`src/rtl/mg_pkg.sv`:
```
// Shared constants and the permission code type for the region checker.
// Assumes a 32-bit address space and a 32-byte minimum region granule.
package mg_pkg;
    localparam int ADDR_W   = 32;
    localparam int BASE_LSB = 5;
    localparam int BASE_W   = ADDR_W - BASE_LSB;
    localparam int SIZE_W   = 5;
    localparam int SUB_W    = 8;
    localparam int PERM_W   = 3;
    localparam logic [SIZE_W-1:0] SIZE_MIN     = 5'd4;
    localparam logic [SIZE_W-1:0] SIZE_SUB_MIN = 5'd7;

    typedef enum logic [PERM_W-1:0] {
        PERM_NONE      = 3'd0,
        PERM_PRIV_RW   = 3'd1,
        PERM_USER_RO   = 3'd2,
        PERM_FULL      = 3'd3,
        PERM_RSV_A     = 3'd4,
        PERM_PRIV_RO   = 3'd5,
        PERM_ALL_RO    = 3'd6,
        PERM_RSV_B     = 3'd7
    } perm_e;
endpackage

```
`src/rtl/mg_region_match.sv`:
```
// Decides whether one region claims an address.
// Checks the enable bit, the reserved size codes, the aligned base and the subregion mask.
// Assumes the base is aligned to the region size; bits below the size are not compared.
module mg_region_match
    import mg_pkg::*;
(
    input  logic [ADDR_W-1:0] addr,
    input  logic [BASE_W-1:0] base,
    input  logic [SIZE_W-1:0] size,
    input  logic [SUB_W-1:0]  sub_off,
    input  logic              en,
    output logic              match
);
    logic              above_ok;
    logic [SIZE_W-1:0] sub_sh;
    logic [2:0]        sub_idx;
    logic              sub_blocked;

    // Compare the base bits that lie above the region size
    always_comb begin
        above_ok = 1'b1;
        for (int b = BASE_LSB; b < ADDR_W; b++) begin
            if (b > int'(size) && addr[b] != base[b-BASE_LSB])
                above_ok = 1'b0;
        end
    end

    // Pick the eighth of the region and look up its disable bit
    always_comb begin
        sub_sh      = (size >= SIZE_SUB_MIN) ? size - 5'd2 : '0;
        sub_idx     = addr[sub_sh +: 3];
        sub_blocked = (size >= SIZE_SUB_MIN) && sub_off[sub_idx];
    end

    // Final claim: enabled, legal size, base equal, eighth not disabled
    always_comb begin
        match = en && (size >= SIZE_MIN) && above_ok && !sub_blocked;
    end
endmodule

```
`src/rtl/mg_prio_sel.sv`:
```
// Reduces the per-region match lines to one winner, with the highest index taking priority.
// Assumes the match lines are known values in every cycle.
module mg_prio_sel #(
    parameter int NREG = 16,
    localparam int IDXW = (NREG > 1) ? $clog2(NREG) : 1
) (
    input  logic [NREG-1:0] match,
    output logic            hit,
    output logic [IDXW-1:0] idx
);
    // Scan upward so that the last matching region found is kept
    always_comb begin
        hit = 1'b0;
        idx = '0;
        for (int i = 0; i < NREG; i++) begin
            if (match[i]) begin
                hit = 1'b1;
                idx = IDXW'(i);
            end
        end
    end

    // Check that the winner really matched and no higher region matched
    always_comb begin
        if (hit) begin
            a_r5_winner_matched: assert (match[idx]);
        end
        for (int j = 0; j < NREG; j++) begin
            if (hit && j > int'(idx)) begin
                a_r5_highest_wins: assert (!match[j]);
            end
        end
        if (!hit) begin
            a_r5_no_hit_no_match: assert (match == '0);
        end
    end
endmodule

```
`src/rtl/mg_perm_eval.sv`:
```
// Applies a region's permission code and execute-never bit to one access.
// Assumes a fetch is a read; reserved codes 4 and 7 deny everything.
module mg_perm_eval
    import mg_pkg::*;
(
    input  logic [PERM_W-1:0] perm,
    input  logic              xn,
    input  logic              write,
    input  logic              fetch,
    input  logic              priv,
    output logic              deny
);
    logic wr;
    logic code_deny;

    // Decode the permission table for this privilege level and direction
    always_comb begin
        wr = write && !fetch;
        unique case (perm_e'(perm))
            PERM_NONE:    code_deny = 1'b1;
            PERM_PRIV_RW: code_deny = !priv;
            PERM_USER_RO: code_deny = !priv && wr;
            PERM_FULL:    code_deny = 1'b0;
            PERM_PRIV_RO: code_deny = !priv || wr;
            PERM_ALL_RO:  code_deny = wr;
            default:      code_deny = 1'b1;
        endcase
    end

    // Execute-never overrides the code for fetches
    always_comb begin
        deny = code_deny || (fetch && xn);
    end
endmodule

```
`src/rtl/mem_guard.sv`:
```
// Checks each access against all configured regions and registers a permit or fault result.
// Assumes the configuration and control inputs are stable while a request is being judged.
module mem_guard
    import mg_pkg::*;
#(
    parameter int NREG = 16,
    localparam int IDXW = (NREG > 1) ? $clog2(NREG) : 1
) (
    input  logic                   clk,
    input  logic                   rst_n,
    input  logic                   guard_en,
    input  logic                   bg_en,
    input  logic                   hdl_chk_en,
    input  logic [NREG*BASE_W-1:0] cfg_base,
    input  logic [NREG*SIZE_W-1:0] cfg_size,
    input  logic [NREG*SUB_W-1:0]  cfg_sub_off,
    input  logic [NREG*PERM_W-1:0] cfg_perm,
    input  logic [NREG-1:0]        cfg_xn,
    input  logic [NREG-1:0]        cfg_en,
    input  logic                   req_valid,
    input  logic [ADDR_W-1:0]      req_addr,
    input  logic                   req_write,
    input  logic                   req_fetch,
    input  logic                   req_priv,
    input  logic                   req_handler,
    output logic                   rsp_valid,
    output logic                   rsp_fault,
    output logic                   rsp_hit,
    output logic [IDXW-1:0]        rsp_region
);
    logic [NREG-1:0]   match;
    logic              sel_hit;
    logic [IDXW-1:0]   sel_idx;
    logic [PERM_W-1:0] sel_perm;
    logic              sel_xn;
    logic              region_deny;
    logic              bypass;
    logic              fault_d;

    // One comparator per region
    for (genvar g = 0; g < NREG; g++) begin : g_region
        mg_region_match u_match (
            .addr    (req_addr),
            .base    (cfg_base[g*BASE_W +: BASE_W]),
            .size    (cfg_size[g*SIZE_W +: SIZE_W]),
            .sub_off (cfg_sub_off[g*SUB_W +: SUB_W]),
            .en      (cfg_en[g]),
            .match   (match[g])
        );
    end

    mg_prio_sel #(.NREG(NREG)) u_sel (
        .match (match),
        .hit   (sel_hit),
        .idx   (sel_idx)
    );

    // Fetch the winning region's rule fields
    always_comb begin
        sel_perm = cfg_perm[int'(sel_idx)*PERM_W +: PERM_W];
        sel_xn   = cfg_xn[sel_idx];
    end

    mg_perm_eval u_perm (
        .perm  (sel_perm),
        .xn    (sel_xn),
        .write (req_write),
        .fetch (req_fetch),
        .priv  (req_priv),
        .deny  (region_deny)
    );

    // Combine bypass, region verdict and the miss rule
    always_comb begin
        bypass  = !guard_en || (req_handler && !hdl_chk_en);
        fault_d = !bypass && (sel_hit ? region_deny : !(req_priv && bg_en));
    end

    // Register the result one cycle after the request
    always_ff @(posedge clk) begin
        if (!rst_n) begin
            rsp_valid  <= 1'b0;
            rsp_fault  <= 1'b0;
            rsp_hit    <= 1'b0;
            rsp_region <= '0;
        end else begin
            rsp_valid  <= req_valid;
            rsp_fault  <= req_valid && fault_d;
            rsp_hit    <= req_valid && !bypass && sel_hit;
            rsp_region <= (req_valid && !bypass && sel_hit) ? sel_idx : '0;
        end
    end

    a_r12_valid_follows: assert property (@(posedge clk) disable iff (!rst_n)
        req_valid |=> rsp_valid);
    a_r12_idle_quiet: assert property (@(posedge clk) disable iff (!rst_n)
        !req_valid |=> (!rsp_valid && !rsp_fault && !rsp_hit));
    a_r11_off_passes: assert property (@(posedge clk) disable iff (!rst_n)
        (req_valid && !guard_en) |=> (!rsp_fault && !rsp_hit));
    a_r10_handler_bypass: assert property (@(posedge clk) disable iff (!rst_n)
        (req_valid && req_handler && !hdl_chk_en) |=> !rsp_fault);
    a_r9_background_pass: assert property (@(posedge clk) disable iff (!rst_n)
        (req_valid && guard_en && bg_en && req_priv && !sel_hit) |=> !rsp_fault);
    a_r9_user_miss_faults: assert property (@(posedge clk) disable iff (!rst_n)
        (req_valid && guard_en && !sel_hit && !req_priv && !(req_handler && !hdl_chk_en))
        |=> (rsp_fault && !rsp_hit));
endmodule

```
`config.mk`:
```
export PLATFORM = sky130hd
export DESIGN_NAME = mem_guard
export DESIGN_NICKNAME = d
export VERILOG_FILES = /design/src/rtl/mg_pkg.sv /design/src/rtl/mg_region_match.sv /design/src/rtl/mg_prio_sel.sv /design/src/rtl/mg_perm_eval.sv /design/src/rtl/mem_guard.sv
export SDC_FILE = /design/constraint.sdc
export NUM_CORES = 2
export LEC_CHECK = 0
export ABC_CLOCK_PERIOD_IN_PS = 14900
export BUFFER_PORTS_ARGS = -buffer_cell sky130_fd_sc_hd__buf_2
export CORE_MARGIN = 2
export CORE_UTILIZATION = 33
export DETAILED_ROUTE_END_ITERATION = 6
export GPL_ROUTABILITY_DRIVEN = 0
export PLACE_DENSITY = 0.51
export SYNTH_ARGS = -nofsm -noshare
export SYNTH_HDL_FRONTEND = slang
export SYNTH_HIERARCHICAL = 1
export SYNTH_SLANG_ARGS = --single-unit
```
`constraint.sdc`:
```
create_clock -name clk -period 14.9 [get_ports clk]
set_input_delay 0 -clock clk [delete_from_list [all_inputs] [get_ports clk]]
set_output_delay 0 -clock clk [all_outputs]
set_load 0.01 [all_outputs]
```
# Word level (Yosys, flattened, before mapping)
# Index checks and enable logic that the tools add are counted.
[totals]
register_bits = 7
input_bits = 762
output_inout_bits = 7
elab_cells = 2002
[op_classes]
n_addsub = 16
multipliers = 1
magnitude_cmp = 481
eq_ne = 437
shifts = 17
mux = 515
n_reduce_logical = 531
[ops]
columns = ["op", "count"]
rows = [
  ["$gt A5 B5 Y1 const A", 256],
  ["$gt A4 B5 Y1 const A", 128],
  ["$shiftx A32 B6 Y3", 16],
  ["$logic_and A1 B1 Y1", 505],
  ["$mux W1", 467],
  ["$ne A1 B1 Y1", 432],
  ["$gt A3 B5 Y1 const A", 48],
  ["$ge A5 B3 Y1 const B", 32],
  ["$mux W5", 16],
  ["$sub A5 B2 Y5 const B", 16],
  ["$lt A3 B4 Y1 const B", 16],
  ["$bmux W1 S3", 16],
  ["$shiftx A48 B7 Y3", 1],
  ["$mux W4", 8],
  ["$logic_not A1 Y1", 22],
  ["$mux W3", 4],
  ["$eq A3 B2 Y1 const B", 2],
  ["$eq A3 B3 Y1 const B", 2],
  ["$mul A4 B2 Y6 const B", 1],
  ["$lt A4 B5 Y1 const B", 1],
  ["$pmux W1 S5", 1],
  ["$bmux W1 S4", 1],
  ["$mux W2", 2],
  ["$eq A3 B1 Y1 const B", 1],
  ["2 further kinds", 4],
]

# Depth between registers and ports, before layout
[depth]
word_depth = 54
ltp_mapped = 27
ltp_nobuf = 21

# Cells and area by module
# Netlist, hierarchy kept.
[modules_own_cells]
columns = ["module", "n_inst", "cells_each", "area_each_um2"]
rows = [
  ["mg_region_match", 16, 250, 1737.9],
  ["mem_guard", 1, 57, 770.7],
  ["mg_prio_sel", 1, 29, 161.4],
  ["mg_perm_eval", 1, 7, 47.5],
]

# Worst setup path before layout
# No wires, ideal clock.
[synth_path]
kind = "input -> register"
startpoint = "input port cfg_size[26]"
endpoint = "register rsp_fault"
setup_ns = 0.120
arrival_ns = 5.080
required_time_ns = 14.780
path_slack_ns = 9.700
cell_stages = 25
n_path_buf = 5
path_cell_list = "buf_6 > clkbuf_1 > inv_1 > ha_1 > buf_2 > a21oi_1 > nand2_1 > a2111oi_0 > nor2_1 > o311ai_1 > mux4_1 > a221oi_2 > inv_1 > a221o_1 > a31oi_1 > buf_6 > buf_12 > mux4_1 > nand3_1 > nand3_1 > mux2_4 > o21ai_1 > nand2_1 > a21oi_1 > nor3_1"
[synth_rtl]
columns = ["item", "line_no", "text"]
rows = [
  ["from (decl)", "mem_guard.sv:15", "input logic [NREG*SIZE_W-1:0] cfg_size,"],
  ["$gt A3 B5 Y1", "mg_region_match.sv:23", "if (b > int'(size) && addr[b] != base[b-BASE_LSB])"],
  ["$logic_and A1 B1 Y1", "mg_region_match.sv:23", ""],
  ["$mux W1 (27 in a row)", "mg_region_match.sv:23", ""],
  ["$logic_and A1 B1 Y1", "mg_region_match.sv:37", "match = en && (size >= SIZE_MIN) && above_ok && !sub_blocked;"],
  ["$logic_and A1 B1 Y1 *", "mg_region_match.sv:37", ""],
  ["named net match[5]", "mem_guard.sv:31", "logic [NREG-1:0] match;"],
  ["$mux W3 * (3 in a row)", "mg_prio_sel.sv:16", "if (match[i]) begin"],
  ["$mux W4 * (8 in a row)", "mg_prio_sel.sv:16", ""],
  ["named net sel_idx[0]", "mem_guard.sv:33", "logic [IDXW-1:0] sel_idx;"],
  ["(+1 left out)", "-", ""],
  ["$mux W1 (implied by the code) *", "mem_guard.sv:61", "sel_xn = cfg_xn[sel_idx];"],
  ["named net sel_xn", "mem_guard.sv:35", "logic sel_xn;"],
  ["$logic_and A1 B1 Y1 *", "mg_perm_eval.sv:32", "deny = code_deny || (fetch && xn);"],
  ["$logic_or A1 B1 Y1 *", "mg_perm_eval.sv:32", ""],
  ["named net region_deny", "mem_guard.sv:36", "logic region_deny;"],
  ["$mux W1 *", "mem_guard.sv:76", "fault_d = !bypass && (sel_hit ? region_deny : !(req_priv && bg_en));"],
  ["$logic_and A1 B1 Y1 *", "mem_guard.sv:76", ""],
  ["$logic_and A1 B1 Y1 *", "mem_guard.sv:88", "rsp_fault <= req_valid && fault_d;"],
  ["to (signal assigned)", "mem_guard.sv:88", ""],
  ["to (decl)", "mem_guard.sv:27", "output logic rsp_fault,"],
]
# The timed path passes the listed nets; every way through them passes the cells marked *. The select of a mux whose other input is x is not followed.
# A chain may end at the register's enable or synchronous reset.

# Final worst setup path
[layout_path]
startpoint = "input port cfg_size[16]"
endpoint = "register rsp_fault"
[layout_rtl]
columns = ["item", "line_no"]
rows = [
  ["$gt A3 B5 Y1", "mg_region_match.sv:23"],
  ["$logic_and A1 B1 Y1", "mg_region_match.sv:23"],
  ["$mux W1 (27 in a row)", "mg_region_match.sv:23"],
  ["$logic_and A1 B1 Y1", "mg_region_match.sv:37"],
  ["$logic_and A1 B1 Y1 *", "mg_region_match.sv:37"],
  ["named net match[3]", "mem_guard.sv:31"],
  ["$mux W2 *", "mg_prio_sel.sv:16"],
  ["$mux W3 * (4 in a row)", "mg_prio_sel.sv:16"],
  ["(+8 left out)", "-"],
  ["named net sel_idx[0]", "mem_guard.sv:33"],
  ["(+1 left out)", "-"],
  ["$mux W1 (implied by the code) *", "mem_guard.sv:61"],
  ["named net sel_xn", "mem_guard.sv:35"],
  ["$logic_and A1 B1 Y1 *", "mg_perm_eval.sv:32"],
  ["$logic_or A1 B1 Y1 *", "mg_perm_eval.sv:32"],
  ["named net region_deny", "mem_guard.sv:36"],
  ["$mux W1 *", "mem_guard.sv:76"],
  ["$logic_and A1 B1 Y1 *", "mem_guard.sv:76"],
  ["$logic_and A1 B1 Y1 *", "mem_guard.sv:88"],
]
# Marked as above.

==> impl_metrics.ini <==
[outcome]
status = finished, final reports clean

[sta]
fmax_ghz = 0.153
finalSetupViolCount = 0
tightest_slew_ps = 994
min_period_ps = 6540
setup_ws_ps = 8360
finalSetupTns_ps = 0
period_share = 0.439
slew_violations = 0
hold_ws_ps = 62.7
rsz0062_at_grt = no
relSlewSlack = 0.318
hold_viol_final = 0

[logic_synthesis]
ys_types = 69
syn-cell-area_um2 = 28800
yosysSeqAreaShare = 0.00487
ys_async_sr_fraction = 0
syn-num-nets = 4935
synth_edf_count = 0
ys.flop_type = dfxtp_1
synth_area_per_cell_um2 = 7.03
ys_warn_count = 6
synth_cells = 4093
synth_seq_cells = 7

[clock_tree]
postCtsHoldBufs = 0
cts.sinks = 7
h-tree-depth = 1
post_cts_resized = 0
clock_path_buffers = 2
post-cts-setup-buffer-count = 0
cts_tree = done
numCtsBuffers = 3
root_buffer = clkbuf_16
cts.reportedPaths.clkPinSlew_ps = 40

[run]
drv_cap = 0

[placed_design]
portBuffers = 768
preCtsSetupSlack_ps = 8120
dpl.hpwl_um = 106000

[route]
num_vias = 37700
drt-total-wl_um = 157000
routedWlPerCell_um = 27.2
drt_iter0_markers = 4676
post_drt_via_cell_ratio = 6.52
drc = 0
drtAntennaViolNets = 0
first_pass_iters = 7

[power_and_ir_drop]
p_total_mw = 1.37
ir_worst_vdd_v = 0.0000560
p_leak_nw = 13.0
power_density_nw_per_um2 = 41.4

[global_route]
grt_max_degree = 49
first_global_vias = 35300
grt_pass1_wl_um = 227000
track_usage = 0.325
antenna_found_initial = 8
gr-total-overflow = 0

[setup_path]
crit_path_end_kind = flip-flop
worstSetupPathType = in -> reg
path_cells = buf_2 -> inv_1 -> ha_1 -> o21bai_1 -> nand2_1 -> and3_1 -> o21ai_0 -> a21oi_1 -> o311ai_1 -> mux4_1 -> a221oi_2 -> nor2_1 -> a221o_1 -> a31oi_2 -> buf_4 -> mux4_1 -> a22oi_1 -> nand3_1 -> mux2_4 -> o21ai_1 -> nand2_1 -> a21oi_1 -> nor3_1
arrival_ps = 6660
slowest_delay_ps = 760
cp-start-kind = primary input
worstPathRequired_ps = 15020
cp_max_fo = 21
slowest_stage = ha_1

[die]
die_y_um = 299
rows = 108
die_w_um = 299
ioPinCount = 769
die_area_um2 = 89600
initial_core_util = 0.332
coreArea_um2 = 86600

[cells_and_area]
final_layout_size_suffix_gt1_frac = 0.219
nets = 5459
final_util = 0.382
area_growth_pct = 14.8
layout_commonest_cell = buf_2
mostFrequentLayoutCells = buf_2, nand2_1, a21oi_1

[min_path]
hp-class = in -> reg
final cells by class:
cell class / count / area [um^2]
clock buffer: 4 / 78.8
inverter: 65 / 244
tap: 1155 / 1450
multi-input combinational: 3729 / 26900
fill: 9431 / 53600
antenna: 3 / 7.51
timing repair buffer: 811 / 4230
sequential: 7 / 140
cells in the mapped netlist, drive strengths merged (54+ instances only):
cell / n / area share
xor2: 208 / 0.063
nand2: 568 / 0.074
o21ai: 274 / 0.048
buf: 164 / 0.036
o2111ai: 64 / 0.019
nor2: 233 / 0.030
and2: 54 / 0.013
ha: 80 / 0.035
a21oi: 356 / 0.062
nor3: 66 / 0.011
nand3: 137 / 0.024
o22ai: 64 / 0.014
clkbuf: 128 / 0.017
and3: 80 / 0.017
mux2i: 144 / 0.050
xnor2: 240 / 0.073
o311ai: 64 / 0.019
nor2b: 116 / 0.025
a31oi: 81 / 0.018
mux4: 128 / 0.11
a211oi: 96 / 0.028
cells by family after synthesis:
family / share of synthesized area
simple gates: 0.221
fa+ha+maj: 0.0348
mux: 0.176
flops: 0.00487
buf+inv: 0.0607
compound gates: 0.367
xor+xnor: 0.136
final timing paths:
kind                     start                   end  slack (ps)  cells after the start
setup / recovery  cfg_size[16]  rsp_fault$_SDFF_PN0_        8360                     23
hold / removal           rst_n  rsp_valid$_SDFF_PN0_          60                      2
metrics by stage:
| stage | cells | instance area (um^2) |
|---|---|---|
| global placement | 5767 | 33000 |
| global route | 5774 | 33100 |
| CTS | 5771 | 33000 |
| detailed placement | 5767 | 33000 |
| finish | 5774 | 33100 |
| floorplan | 4093 | 28800 |
worst max-delay path, delay by kind of cell:
| kind | cells | cell delay, ps |
|---|---|---|
| simple gates | 6 | 600 |
| compound gates | 10 | 2940 |
| fa+ha+maj | 1 | 760 |
| buf+inv | 3 | 830 |
| mux | 3 | 1490 |
flip-flops by register name (all words and copies together), names as in the netlist:
register	count
rsp_valid	1
rsp_hit	1
rsp_region	4
rsp_fault	1
per-layer routing:
layer / wire length (um) / track usage
met1: 62800 / 0.432
met2: 70600 / 0.525
met3: 16300 / 0.0539
met4: 7040 / 0.121
met5: 56 / 0
power by group:
part           internal, mW  switching [mW]
combinational         0.511           0.792
sequential           0.0191        0.000195
clock                0.0357          0.0109
Power figures use the tool's default switching activity.
